<file path="config.mk">
export PLATFORM = sky130hd
export DESIGN_NAME = txbd_walker
export DESIGN_NICKNAME = d
export VERILOG_FILES = /design/src/rtl/txbd_walker.sv
export SDC_FILE = /design/constraint.sdc
export NUM_CORES = 1
export LEC_CHECK = 0
export BUFFER_PORTS_ARGS = -buffer_cell sky130_fd_sc_hd__buf_2
export CAP_MARGIN = 30
export CORE_MARGIN = 2
export CORE_UTILIZATION = 40
export DETAILED_ROUTE_END_ITERATION = 10
export MAX_ROUTING_LAYER = met4
export PLACE_DENSITY = 0.68
export SLEW_MARGIN = 20
export SYNTH_ARGS = -nofsm -noshare
export SYNTH_HDL_FRONTEND = slang
export SYNTH_SLANG_ARGS = --single-unit
</file>
<file path="constraint.sdc">
create_clock -name clk -period 3.5 [get_ports clk]
set_input_delay 0.35 -clock clk [delete_from_list [all_inputs] [get_ports clk]]
set_output_delay 0.35 -clock clk [all_outputs]
set_load 0.02 [all_outputs]
</file>
<file path="src/rtl/txbd_walker.sv">
module txbd_walker #(
  parameter int NCH = 4,
  parameter int AW  = 8,
  parameter int LW  = 14,
  localparam int CW = (NCH > 1) ? $clog2(NCH) : 1
) (
  input  logic            clk,
  input  logic            rst_n,
  input  logic            cmd_go,
  input  logic [CW-1:0]   cmd_ch,
  input  logic [NCH*AW-1:0] cfg_base,
  input  logic [NCH-1:0]  cfg_autooff,
  output logic            mem_rd,
  output logic            mem_wr,
  output logic [AW-1:0]   mem_addr,
  output logic [31:0]     mem_wdata,
  input  logic [31:0]     mem_rdata,
  output logic            buf_valid,
  input  logic            buf_ready,
  output logic [31:0]     buf_ptr,
  output logic [LW-1:0]   buf_len,
  output logic [CW-1:0]   buf_ch,
  input  logic            buf_done,
  input  logic [NCH-1:0]  rate_tick,
  output logic [NCH-1:0]  chan_on
);
  typedef enum logic [2:0] {S_IDLE, S_RD0, S_W0, S_RD1, S_W1, S_HAND, S_DONE, S_WB} st_t;

  st_t               st;
  logic [CW-1:0]     cur;
  logic [31:0]       desc, ptr;
  logic [NCH-1:0]    act, hold;
  logic [AW-2:0]     offs [NCH];
  logic [AW-1:0]     bases [NCH];
  logic              found;
  logic [CW-1:0]     pick;

  for (genvar g = 0; g < NCH; g++) begin : g_base
    assign bases[g] = cfg_base[g*AW +: AW];
  end

  wire [NCH-1:0] elig   = act & ~hold;
  wire [AW-1:0]  d_addr = bases[cur] + {offs[cur], 1'b0};

  always_comb begin
    found = 1'b0;
    pick  = '0;
    for (int i = NCH - 1; i >= 0; i--)
      if (elig[i]) begin
        found = 1'b1;
        pick  = CW'(i);
      end
  end

  assign mem_rd    = (st == S_RD0) || (st == S_RD1);
  assign mem_wr    = (st == S_WB);
  assign mem_addr  = (st == S_RD1) ? d_addr + 1'b1 : d_addr;
  assign mem_wdata = {1'b0, desc[30:0]};
  assign buf_valid = (st == S_HAND);
  assign buf_ptr   = ptr;
  assign buf_len   = desc[16 +: LW];
  assign buf_ch    = cur;
  assign chan_on   = act;

  always_ff @(posedge clk or negedge rst_n) begin
    if (!rst_n) begin
      st   <= S_IDLE;
      cur  <= '0;
      desc <= '0;
      ptr  <= '0;
      act  <= '0;
      hold <= '0;
      for (int i = 0; i < NCH; i++) offs[i] <= '0;
    end else begin
      for (int i = 0; i < NCH; i++) begin
        if (rate_tick[i]) hold[i] <= 1'b0;
        if (cmd_go && cmd_ch == CW'(i) && !act[i]) begin
          act[i]  <= 1'b1;
          hold[i] <= 1'b0;
        end
      end
      case (st)
        S_IDLE: if (found) begin
          cur <= pick;
          st  <= S_RD0;
        end
        S_RD0: st <= S_W0;
        S_W0: begin
          desc <= mem_rdata;
          if (mem_rdata[31]) st <= S_RD1;
          else begin
            st <= S_IDLE;
            if (cfg_autooff[cur]) act[cur] <= 1'b0;
            else hold[cur] <= 1'b1;
          end
        end
        S_RD1: st <= S_W1;
        S_W1: begin
          ptr <= mem_rdata;
          st  <= S_HAND;
        end
        S_HAND: if (buf_ready) st <= S_DONE;
        S_DONE: if (buf_done) st <= S_WB;
        S_WB: begin
          offs[cur] <= desc[30] ? '0 : offs[cur] + 1'b1;
          st        <= S_IDLE;
        end
        default: st <= S_IDLE;
      endcase
    end
  end
endmodule

</file>
==> flow_metrics.env <==
export IMPL_status="completed"
export IMPL_cts_sinks=104
export IMPL_critPathMaxFanout=6
export IMPL_rows=41
export IMPL_finalMaxSlewViolations=0
export IMPL_gr_total_overflow=0
export IMPL_synth_async_reset_ratio_pct=100
export IMPL_cts_root_buffer="clkbuf_16"
export IMPL_placed_area_um2=6000
export IMPL_cts_made_buffers=9
export IMPL_fillers=1116
export IMPL_antenna_found_initial=0
export IMPL_tightest_slew_ps=821
export IMPL_grt_pass1_wl_um=18200
export IMPL_power_frac_clock_pct=17.7
export IMPL_grt_pass1_vias=3788
export IMPL_cts_clk_slew_worst_paths_ps=70
export IMPL_synth_seq_cells=104
export IMPL_remaining_drc_errors=0
export IMPL_drt_iter0_drc=138
export IMPL_p_switching_mw=2.54
export IMPL_synth_area_per_cell_um2=13.2
export IMPL_clock_fmax_mhz=296
export IMPL_ir_drop_v=0.000571
export IMPL_synth_cell_type_count=41
export IMPL_fin_tns_setup_ps=0
export IMPL_dieArea_um2=13500
export IMPL_final_cells=724
export IMPL_insertion_delay_ps=340
export IMPL_p_seq_share_pct=31.7
export IMPL_io_pins=174
export IMPL_r2r_setup_slack_ps=1190
export IMPL_synth_edff_count=0
export IMPL_via_count=3639
export IMPL_p_leak_nw=3.03
export IMPL_initial_core_util_pct=40.5
export IMPL_post_route_period_util_pct=96.6
export IMPL_design_core_area_um2=12500
export IMPL_fin_area_um2=6460
export IMPL_final_common_cell="buf_2"
export IMPL_track_usage_pct=17.8
export IMPL_ys_flop_type="dfrtp_1"
export IMPL_min_path_type="in -> async"
export IMPL_clock_path_buffers=2
export IMPL_antenna_cells=0
export IMPL_grt_max_degree=68
export IMPL_final_setup_viol_count=0
export IMPL_synth_area_leader_cell="dfrtp_1"
export IMPL_p_int_mw=3.72
export IMPL_fin_ws_ps=118
export IMPL_synth_top_cells_by_area="dfrtp_1, mux2_2, mux4_2"
export IMPL_worstSetupPathType="reg -> out"
export IMPL_synth_top_cell_area_share_pct=51.6
export IMPL_syn_nets=470
export IMPL_arrival_ps=3030
export IMPL_h_tree_depth=3
export IMPL_place_gp_congestion=0.837
export IMPL_die_x_um=116
export IMPL_min_period_ps=3380
export IMPL_dp_worst_setup_slack_ps=157
export IMPL_cap_violations=0
export IMPL_required_ps=3150
export IMPL_io_buffers=172
export IMPL_syn_area_um2=5050
export IMPL_syn_instance_count=382
export IMPL_wl_per_cell_um=15.8
export IMPL_place_inst=702
export IMPL_die_h_um=116
export IMPL_layout_common_cells="buf_2, dfrtp_1, mux2_2"
export IMPL_p_total_mw=6.27
export IMPL_viasPerCell=5.03
export IMPL_ant_nets=0
export IMPL_area_growth_pct=28.0
export IMPL_finalHoldViolCount=0
export IMPL_drive_gt1_share_pct=58.3
export IMPL_timing_slew_headroom_pct=45.3
export IMPL_start_kind="flop"
export IMPL_drt_wl_total_um=11400
export IMPL_finalClockSkew_ps=7.88
export IMPL_netSwitchingFraction_pct=40.6
export IMPL_yosysWarningCount=0
export IMPL_dp_hpwl_um=8360
export IMPL_pwr_share_comb_pct=50.6
export IMPL_final_nets=635
export IMPL_hold_slack_ps=95.9
export IMPL_cts_tree="done"
export IMPL_ys_seq_area_share_pct=51.6
export IMPL_firstDrtPassIters=4
export IMPL_pwr_density_cell_nw_per_um2=970
export IMPL_final_core_util_pct=51.8
export IMPL_setup_worst_path_end_class="output port"
## logic make-up after synthesis
kind of cell / synth area share, %
AO/OA/AOI/OAI: 4.59
XOR/XNOR: 2.95
adder cells (fa/ha/maj): 2.38
buffers and inverters: 4.73
flip-flops: 51.6
multiplexers: 26.8
other: 0.0743
AND/OR/NAND/NOR: 6.94
## final cells by class
type                    count  area, um2  share of cell area, %
inverters                  10       37.5                  0.581
flip-flops and latches    104       2600                   40.3
multi-input cells         236       2280                   35.2
well taps                 172        215                   3.33
repair buffers            186        990                   15.3
clock inverters             6       97.6                   1.51
clock buffers              10        239                   3.70
## path summary, 6_finish.rpt
| kind | cells past startpoint | end | from |
|---|---|---|---|
| worst max-delay path | 10 | mem_addr[7] | buf_ch[0] |
| worst min-delay path | 1 | desc[26] | rst_n |
| worst max register to register | 7 | offs[13] | buf_ch[0] |
| worst min register to register | 2 | offs[24] | offs[24] |
| max in group asynchronous | 2 | buf_ch[0] | rst_n |
| min in group clk | 2 | hold[3] | rate_tick[3] |
## routing by layer
layer,vias up,track usage (%),routed length (um)
met5,-,-,0
met4,0,6.59,204
met3,19,3.43,727
met2,154,29.2,5620
met1,1790,22.0,4870
li1,1676,-,-
## power by group through the flow
stage | Sequential (mW) | Clock, mW | Combinational (mW)
CTS | 1.99 | 1.14 | 3.10
finish | 1.99 | 1.11 | 3.17
global placement | 1.98 | 0 | 2.98
global route | 2.06 | 1.19 | 3.43
floorplan | 2.41 | 0 | 1.78
detailed placement | 2.00 | 0 | 3.04
## what timing repair did
item	CTS	global route
pin swaps	2	2
setup endpoints to repair	3	3
hold buffers	0	0
resized for setup	5	12
buffers inserted	4	2
## worst max-delay path: stages, from the launching register on
cell	delay, ps
dfrtp_2	450
buf_4	140
mux4_2	510
ha_2	220
inv_1	80
fa_2	470
nor3_2	140
and4_1	240
nand3_1	120
xnor2_2	160
buf_4	150
## cells in the mapped netlist, types with 3 or more instances
| cell type | count |
|---|---|
| nand2b_1 | 7 |
| nand2_1 | 16 |
| a21oi_1 | 8 |
| xnor2_1 | 10 |
| nand3_1 | 4 |
| nor2_1 | 19 |
| xor2_1 | 7 |
| buf_2 | 8 |
| o31ai_1 | 5 |
| nor2b_1 | 6 |
| o22a_1 | 3 |
| clkbuf_1 | 7 |
| o21ai_0 | 8 |
| mux4_2 | 16 |
| nor3_1 | 5 |
| buf_4 | 15 |
| ha_1 | 8 |
| dfrtp_1 | 104 |
| mux2_2 | 88 |
| inv_1 | 10 |
## sequential cells by signal, summed over array words and instances (netlist names)
register	flops
buf_ch	2
st	3
offs	28
hold	4
chan_on	4
desc	31
buf_ptr	32
No activity file was read; power rests on OpenSTA's default activity.
